--- src/rtl/mwr_pkg.sv ---
package mwr_pkg;

    typedef enum logic [2:0] {
        ST_IDLE,
        ST_CMD,
        ST_CHK,
        ST_DATA,
        ST_STOP
    } mwr_state_e;

    typedef struct packed {
        logic cs;
        logic sk;
        logic di;
    } mwr_pins_t;

    localparam logic       START_BIT = 1'b1;
    localparam logic [1:0] OP_READ   = 2'b10;
    localparam int         OPC_W     = 2;

    // start bit, opcode and address packed right-aligned into 32 bits
    function automatic logic [31:0] mwr_read_cmd(input logic [15:0] addr, input int aw);
        logic [31:0] r;
        r = 32'(addr);
        r = r | (32'(OP_READ) << aw);
        r = r | (32'(START_BIT) << (aw + OPC_W));
        return r;
    endfunction

    function automatic int mwr_max(input int a, input int b);
        return (a > b) ? a : b;
    endfunction

endpackage

--- src/rtl/mwr_phase_timer.sv ---
module mwr_phase_timer #(
    parameter int HALF_CYC = 4
) (
    input  logic clk,
    input  logic rst,
    input  logic run,
    output logic phase_end
);
    localparam int CW = (HALF_CYC > 1) ? $clog2(HALF_CYC) : 1;
    localparam logic [CW-1:0] LAST = CW'(HALF_CYC - 1);

    logic [CW-1:0] cnt;

    always_ff @(posedge clk) begin
        if (rst || !run) begin
            cnt <= '0;
        end else if (cnt == LAST) begin
            cnt <= '0;
        end else begin
            cnt <= cnt + 1'b1;
        end
    end

    assign phase_end = run && (cnt == LAST);

    // a running phase always ends within HALF_CYC clocks
    AST_PHASE_WRAP: assert property (@(posedge clk) disable iff (rst)
        (run && $past(run) && $past(phase_end)) |-> (cnt == '0 || HALF_CYC == 1));

endmodule

--- src/rtl/mwr_shift_unit.sv ---
module mwr_shift_unit #(
    parameter int CMD_W  = 9,
    parameter int DATA_W = 16
) (
    input  logic              clk,
    input  logic              rst,
    input  logic              load,
    input  logic [CMD_W-1:0]  load_val,
    input  logic              shift_cmd,
    input  logic              capture,
    input  logic              din,
    output logic              cmd_bit,
    output logic [DATA_W-1:0] word_next
);
    logic [CMD_W-1:0]  cmd_q;
    logic [DATA_W-1:0] word_q;

    always_ff @(posedge clk) begin
        if (rst) begin
            cmd_q <= '0;
        end else if (load) begin
            cmd_q <= load_val;
        end else if (shift_cmd) begin
            cmd_q <= {cmd_q[CMD_W-2:0], 1'b0};
        end
    end

    always_ff @(posedge clk) begin
        if (rst || load) begin
            word_q <= '0;
        end else if (capture) begin
            word_q <= word_next;
        end
    end

    assign cmd_bit   = cmd_q[CMD_W-1];
    assign word_next = {word_q[DATA_W-2:0], din};

    // after a reload the first bit shown is the start bit
    AST_LOAD_START: assert property (@(posedge clk) disable iff (rst)
        load |=> (cmd_bit == START_BIT_OF(load_val)));

    function automatic logic START_BIT_OF(input logic [CMD_W-1:0] v);
        return v[CMD_W-1];
    endfunction

endmodule

--- src/rtl/mwr_seq_ctrl.sv ---
module mwr_seq_ctrl
    import mwr_pkg::*;
#(
    parameter int NUM_WORDS = 64,
    parameter int DATA_W    = 16,
    parameter int AW        = 6,
    parameter int CMD_W     = 9
) (
    input  logic              clk,
    input  logic              rst,
    input  logic              start,
    input  logic              din,
    input  logic              phase_end,
    input  logic              cmd_bit,
    input  logic [DATA_W-1:0] word_next,
    output logic              timer_run,
    output logic              cmd_load,
    output logic [CMD_W-1:0]  cmd_val,
    output logic              cmd_shift,
    output logic              capture,
    output mwr_pins_t         pins,
    output logic              word_valid,
    output logic [AW-1:0]     word_addr,
    output logic [DATA_W-1:0] word_data,
    output logic              done,
    output logic              error
);
    localparam int BCW = $clog2(mwr_max(CMD_W, DATA_W));
    localparam logic [BCW-1:0] LAST_CMD  = BCW'(CMD_W - 1);
    localparam logic [BCW-1:0] LAST_DAT  = BCW'(DATA_W - 1);
    localparam logic [AW-1:0]  LAST_ADDR = AW'(NUM_WORDS - 1);

    mwr_state_e        st;
    logic              phase;
    logic [BCW-1:0]    bitcnt;
    logic [AW-1:0]     addr;
    logic [AW-1:0]     next_addr;
    logic              lo_end, hi_end, last_word;

    logic              v_q, done_q, err_q;
    logic [AW-1:0]     addr_q;
    logic [DATA_W-1:0] data_q;

    always_comb begin
        timer_run = (st != ST_IDLE);
        lo_end    = phase_end && !phase;
        hi_end    = phase_end && phase;
        last_word = (addr == LAST_ADDR);
        cmd_shift = (st == ST_CMD) && hi_end;
        capture   = (st == ST_DATA) && hi_end;
        cmd_load  = ((st == ST_IDLE) && start) ||
                    ((st == ST_STOP) && hi_end && !last_word);
        next_addr = (st == ST_IDLE) ? '0 : addr + 1'b1;
        cmd_val   = CMD_W'(mwr_read_cmd(16'(next_addr), AW));
        pins.cs   = (st == ST_CMD) || (st == ST_CHK) || (st == ST_DATA);
        pins.sk   = phase && ((st == ST_CMD) || (st == ST_DATA) || (st == ST_STOP));
        pins.di   = (st == ST_CMD) && cmd_bit;
    end

    always_ff @(posedge clk) begin
        if (rst) begin
            st     <= ST_IDLE;
            phase  <= 1'b0;
            bitcnt <= '0;
            addr   <= '0;
            v_q    <= 1'b0;
            done_q <= 1'b0;
            err_q  <= 1'b0;
            addr_q <= '0;
            data_q <= '0;
        end else begin
            v_q    <= 1'b0;
            done_q <= 1'b0;
            err_q  <= 1'b0;
            addr_q <= '0;
            data_q <= '0;
            case (st)
                ST_IDLE: begin
                    if (start) begin
                        st     <= ST_CMD;
                        addr   <= '0;
                        bitcnt <= '0;
                        phase  <= 1'b0;
                    end
                end
                ST_CMD: begin
                    if (lo_end) begin
                        phase <= 1'b1;
                    end else if (hi_end) begin
                        phase <= 1'b0;
                        if (bitcnt == LAST_CMD) begin
                            bitcnt <= '0;
                            st     <= ST_CHK;
                        end else begin
                            bitcnt <= bitcnt + 1'b1;
                        end
                    end
                end
                ST_CHK: begin
                    if (lo_end) begin
                        if (din) begin
                            st     <= ST_IDLE;
                            err_q  <= 1'b1;
                            addr_q <= addr;
                        end else begin
                            st <= ST_DATA;
                        end
                    end
                end
                ST_DATA: begin
                    if (lo_end) begin
                        phase <= 1'b1;
                    end else if (hi_end) begin
                        phase <= 1'b0;
                        if (bitcnt == LAST_DAT) begin
                            bitcnt <= '0;
                            st     <= ST_STOP;
                            v_q    <= 1'b1;
                            addr_q <= addr;
                            data_q <= word_next;
                        end else begin
                            bitcnt <= bitcnt + 1'b1;
                        end
                    end
                end
                ST_STOP: begin
                    if (lo_end) begin
                        phase <= 1'b1;
                    end else if (hi_end) begin
                        phase <= 1'b0;
                        if (last_word) begin
                            st     <= ST_IDLE;
                            done_q <= 1'b1;
                        end else begin
                            addr <= addr + 1'b1;
                            st   <= ST_CMD;
                        end
                    end
                end
                default: st <= ST_IDLE;
            endcase
        end
    end

    assign word_valid = v_q;
    assign word_addr  = addr_q;
    assign word_data  = data_q;
    assign done       = done_q;
    assign error      = err_q;

    AST_RISE_SETUP: assert property (@(posedge clk) disable iff (rst)
        $rose(pins.sk) |-> ($stable(pins.cs) && $stable(pins.di)));
    AST_ERR_NEEDS_ONE: assert property (@(posedge clk) disable iff (rst)
        error |-> $past(din));
    AST_ERR_QUIET: assert property (@(posedge clk) disable iff (rst)
        error |-> (!pins.cs && !pins.sk && !pins.di));
    AST_WORD_AFTER_SEL: assert property (@(posedge clk) disable iff (rst)
        word_valid |-> (!pins.cs && !pins.sk));
    AST_ONE_STROBE: assert property (@(posedge clk) disable iff (rst)
        $onehot0({word_valid, done, error}));
    AST_DONE_QUIET: assert property (@(posedge clk) disable iff (rst)
        done |-> (!pins.cs && !pins.sk && !pins.di && word_addr == '0));

endmodule

--- src/rtl/mw_eeprom_scanner.sv ---
module mw_eeprom_scanner
    import mwr_pkg::*;
#(
    parameter  int NUM_WORDS = 64,
    parameter  int DATA_W    = 16,
    parameter  int HALF_CYC  = 4,
    localparam int AW        = $clog2(NUM_WORDS)
) (
    input  logic              clk,
    input  logic              rst,
    input  logic              start,
    output logic              ee_sel,
    output logic              ee_clk,
    output logic              ee_mosi,
    input  logic              ee_miso,
    output logic              word_valid,
    output logic [AW-1:0]     word_addr,
    output logic [DATA_W-1:0] word_data,
    output logic              done,
    output logic              error
);
    localparam int CMD_W = 1 + OPC_W + AW;

    logic              timer_run, phase_end;
    logic              cmd_load, cmd_shift, capture, cmd_bit;
    logic [CMD_W-1:0]  cmd_val;
    logic [DATA_W-1:0] word_next;
    mwr_pins_t         pins;

    mwr_phase_timer #(.HALF_CYC(HALF_CYC)) u_timer (
        .clk       (clk),
        .rst       (rst),
        .run       (timer_run),
        .phase_end (phase_end)
    );

    mwr_shift_unit #(.CMD_W(CMD_W), .DATA_W(DATA_W)) u_shift (
        .clk       (clk),
        .rst       (rst),
        .load      (cmd_load),
        .load_val  (cmd_val),
        .shift_cmd (cmd_shift),
        .capture   (capture),
        .din       (ee_miso),
        .cmd_bit   (cmd_bit),
        .word_next (word_next)
    );

    mwr_seq_ctrl #(
        .NUM_WORDS (NUM_WORDS),
        .DATA_W    (DATA_W),
        .AW        (AW),
        .CMD_W     (CMD_W)
    ) u_ctrl (
        .clk        (clk),
        .rst        (rst),
        .start      (start),
        .din        (ee_miso),
        .phase_end  (phase_end),
        .cmd_bit    (cmd_bit),
        .word_next  (word_next),
        .timer_run  (timer_run),
        .cmd_load   (cmd_load),
        .cmd_val    (cmd_val),
        .cmd_shift  (cmd_shift),
        .capture    (capture),
        .pins       (pins),
        .word_valid (word_valid),
        .word_addr  (word_addr),
        .word_data  (word_data),
        .done       (done),
        .error      (error)
    );

    assign ee_sel  = pins.cs;
    assign ee_clk  = pins.sk;
    assign ee_mosi = pins.di;

    AST_QUIET_AFTER_END: assert property (@(posedge clk) disable iff (rst)
        ((done || error) && !start) |=> (!ee_sel && !ee_clk && !ee_mosi &&
                                          !word_valid && !done && !error &&
                                          word_addr == '0 && word_data == '0));
    AST_RESTART_ON_DONE: assert property (@(posedge clk) disable iff (rst)
        (done && start) |=> ee_sel);

endmodule

--- config.mk ---
export PLATFORM = sky130hd
export DESIGN_NAME = mw_eeprom_scanner
export DESIGN_NICKNAME = d
export VERILOG_FILES = /design/src/rtl/mwr_pkg.sv /design/src/rtl/mwr_phase_timer.sv /design/src/rtl/mwr_shift_unit.sv /design/src/rtl/mwr_seq_ctrl.sv /design/src/rtl/mw_eeprom_scanner.sv
export SDC_FILE = /design/constraint.sdc
export NUM_CORES = 1
export LEC_CHECK = 0
export BUFFER_PORTS_ARGS = -buffer_cell sky130_fd_sc_hd__buf_2
export CAP_MARGIN = 20
export CORE_MARGIN = 10
export CORE_UTILIZATION = 38
export DETAILED_ROUTE_END_ITERATION = 12
export PLACE_DENSITY = 0.65
export RECOVER_POWER = 100
export SLEW_MARGIN = 40
export SYNTH_ARGS = -nofsm -noshare
export SYNTH_HDL_FRONTEND = slang
export SYNTH_SLANG_ARGS = --single-unit
--- constraint.sdc ---
create_clock -name clk -period 5.44 [get_ports clk]
set_input_delay 1.088 -clock clk [delete_from_list [all_inputs] [get_ports clk]]
set_output_delay 1.088 -clock clk [all_outputs]
set_load 0.1 [all_outputs]
==> impl_metrics.json <==
{
  "status": "complete, no violations",
  "dieHeight_um": 102,
  "cts_made_buffers": 9,
  "route.detailed.drc": 0,
  "postCtsSetupBuffers": 0,
  "finClkSkew_ns": 0.00962,
  "tns_ns": 0,
  "hp-class": "reg2reg",
  "cp-end-kind": "output pin",
  "ys_seq_area_share_pct": 50.9,
  "async_flop_share_pct": 0,
  "whs_ns": 0.445,
  "portBuffers": 31,
  "slowest_delay_ns": 0.89,
  "wl_per_cell_um": 13.7,
  "fmax_mhz": 271,
  "die_w_um": 102,
  "worstHoldStart": "u_timer.cnt[0]",
  "r2r_slack_ns": 2.90,
  "core_um2": 6460,
  "finalCriticalPeriod_ns": 3.69,
  "gp_congestion": 0.764,
  "r2r_cells": 5,
  "cts.clk_slew.worst_paths_ns": 0.07,
  "num_vias": 2026,
  "cp_max_fo": 15,
  "synth_warnings": 0,
  "dp_hpwl_mm": 3.63,
  "power_density_nw_per_um2": 361,
  "h-tree-depth": 3,
  "ir_drop_mv": 0.195,
  "synth_edf_count": 0,
  "regToRegEndpoint": "u_shift.word_q[1]",
  "whs_path_depth": 1,
  "hold_violations": 0,
  "initial_core_util_pct": 39.6,
  "cts_resized": 0,
  "synth.avg_cell_area_um2": 9.00,
  "synth_seq_cells": 65,
  "grt_max_degree": 28,
  "nFillCells": 657,
  "cp_data_required_time_ns": 4.35,
  "drive_above_1_share_pct": 6.47,
  "layout_common_cells": "65 x dfxtp_1, 42 x nand2_1, 30 x clkbuf_1, 26 x a21oi_1, 17 x nand3_1",
  "startpoint_type": "flop",
  "dieArea_um2": 10400,
  "netlist_instances": 284,
  "relSlewSlack_pct": 20.1,
  "layout_commonest_cell": "dfxtp_1",
  "grt_pass1_wl_mm": 8.91,
  "drv_cap": 0,
  "cp_cell_sequence": "or3b_2, a21boi_0, clkbuf_1",
  "clock_latency_ns": 0.34,
  "cts_tree": "done",
  "drt_wl_total_mm": 5.29,
  "nets": 312,
  "via_per_inst": 5.25,
  "grt_setup_unrepaired": "no",
  "rows": 29,
  "clk_path_buf_depth": 2,
  "worstMarginPinSlew_ns": 1.20,
  "area_growth_pct": 14.0,
  "grt.total_usage_pct": 10.7,
  "antenna_left": 0,
  "antenna_cells": 0,
  "synth_cell_type_count": 45,
  "period_share_pct": 67.9,
  "netlist_area_um2": 2560,
  "worstSetupPathType": "reg2out",
  "clock-sinks": 65,
  "setup_viol": 0,
  "cp_slowest_cell": "clkbuf_1",
  "dr.first_iter.drc_count": 102,
  "synth_top_flop_cell": "dfxtp_1",
  "cellLeakagePower_nw": 1.00,
  "arrival_ns": 2.60,
  "grt_overflow_total": 0,
  "drtPass1Iterations": 5,
  "holdPathEnd": "u_timer.cnt[0]",
  "antenna_found_initial": 0,
  "maxSlewViolCount": 0,
  "root_buffer": "clkbuf_8",
  "ctsHoldBuffers": 0,
  "ioPinCount": 32,
  "rr_startpoint": "u_ctrl.addr[0]",
  "grt_pass1_vias": 1831,
  "synth_fp_nets": 292
}
-- report_power, final --
group / internal [mW] / leakage [nW] / switching, mW
clock network: 0.309 / 0.124 / 0.196
logic: 0.0143 / 0.352 / 0.0465
registers: 0.480 / 0.524 / 0.00695
total: 0.804 / 1.00 / 0.250
-- sequential cells by signal, indices dropped and copies added, names as in the netlist --
| name | flops |
|---|---|
| u_ctrl.addr | 6 |
| u_ctrl.bitcnt | 4 |
| u_ctrl.done | 1 |
| u_ctrl.error | 1 |
| u_ctrl.phase | 1 |
| u_ctrl.st | 3 |
| u_ctrl.word_addr | 6 |
| u_ctrl.word_data | 16 |
| u_ctrl.word_valid | 1 |
| u_shift.cmd_q | 9 |
| u_shift.word_q | 15 |
| u_timer.cnt | 2 |
-- routing by layer --
| metal | track usage, % | share of wire [%] | vias to the layer above |
|---|---|---|---|
| met5 | 0 | 0 | - |
| met2 | 16.1 | 47 | 49 |
| met3 | 3.85 | 4.7 | 10 |
| met4 | 4.88 | 2.0 | 0 |
| li1 | - | - | 1036 |
| met1 | 13.4 | 46 | 931 |
-- cells by family (layout without fill, tap and decap cells) --
kind of cell	count (synthesis)	count (layout)	share of synthesized area [%]
compound gates	56	56	14.0
xor+xnor	4	4	1.37
fa+ha+maj	4	4	1.96
buf+inv	26	51	4.26
flops	65	65	50.9
mux	4	4	1.57
simple gates	125	125	25.9
-- worst max path at each step --
stage / from / endpoint / slack, ns / cells after the start
after global routing: u_ctrl.st[2] / ee_clk / 1.58 / 3
after detailed placement: u_ctrl.st[2] / ee_clk / 2.55 / 3
final: u_ctrl.st[2] / ee_clk / 1.75 / 3
after floorplan: u_ctrl.st[1] / ee_clk / 1.17 / 4
after CTS: u_ctrl.st[2] / ee_clk / 2.17 / 3
after global placement: u_ctrl.st[2] / ee_clk / 2.60 / 3
-- per-stage QoR --
step | setup WS (ns) | utilization [%] | instances | area, um^2 | power, mW
after global placement | 2.60 | 42.0 | 370 | 2710 | 0.559
final | 1.75 | 45.1 | 386 | 2920 | 1.05
after detailed placement | 2.55 | 42.1 | 370 | 2720 | 0.561
after CTS | 2.17 | 46.0 | 386 | 2970 | 1.07
after global routing | 1.58 | 45.1 | 386 | 2920 | 1.09
after floorplan | 1.17 | - | 284 | 2560 | 0.548
-- critical path: cells and delay by family, from the launching register on --
kind	cells	cell delay [ns]
flip-flops	1	0.56
AO/OA/AOI/OAI	1	0.21
buffers and inverters	1	0.89
AND/OR/NAND/NOR	1	0.60
-- cells in the mapped netlist (2+ instances only) --
| cell type | n | area (um^2) |
|---|---|---|
| a21boi_0 | 2 | 15.0 |
| xnor2_1 | 3 | 26.3 |
| o21ai_0 | 4 | 20.0 |
| nor3b_1 | 4 | 30.0 |
| nand2_1 | 42 | 158 |
| o21a_1 | 2 | 15.0 |
| and3_1 | 3 | 18.8 |
| nor4b_1 | 4 | 35.0 |
| and2_1 | 21 | 131 |
| nand3_1 | 16 | 80.1 |
| a22oi_1 | 4 | 30.0 |
| and4b_1 | 2 | 20.0 |
| inv_1 | 4 | 15.0 |
| nor4_1 | 3 | 18.8 |
| ha_1 | 4 | 50.1 |
| clkbuf_1 | 15 | 56.3 |
| nand2b_1 | 3 | 18.8 |
| mux2i_1 | 4 | 40.0 |
| or3_1 | 2 | 12.5 |
| a21oi_1 | 26 | 130 |
| nor2_1 | 11 | 41.3 |
| dfxtp_1 | 65 | 1300 |
| a31oi_1 | 6 | 37.5 |
| nor3_1 | 7 | 35.0 |
| nand4_1 | 2 | 12.5 |
| buf_2 | 6 | 30.0 |
-- final cells by class --
class / count / area [um^2] / area share (%)
Inverter: 4 / 15.0 / 0.515
Timing Repair Buffer: 31 / 118 / 4.03
Clock buffer: 9 / 124 / 4.25
Sequential cell: 65 / 1300 / 44.6
Multi-Input combinational cell: 193 / 1140 / 39.0
Tap cell: 77 / 96.3 / 3.30
Clock inverter: 7 / 125 / 4.29
Note: power is estimated with default switching activity, not from simulation.
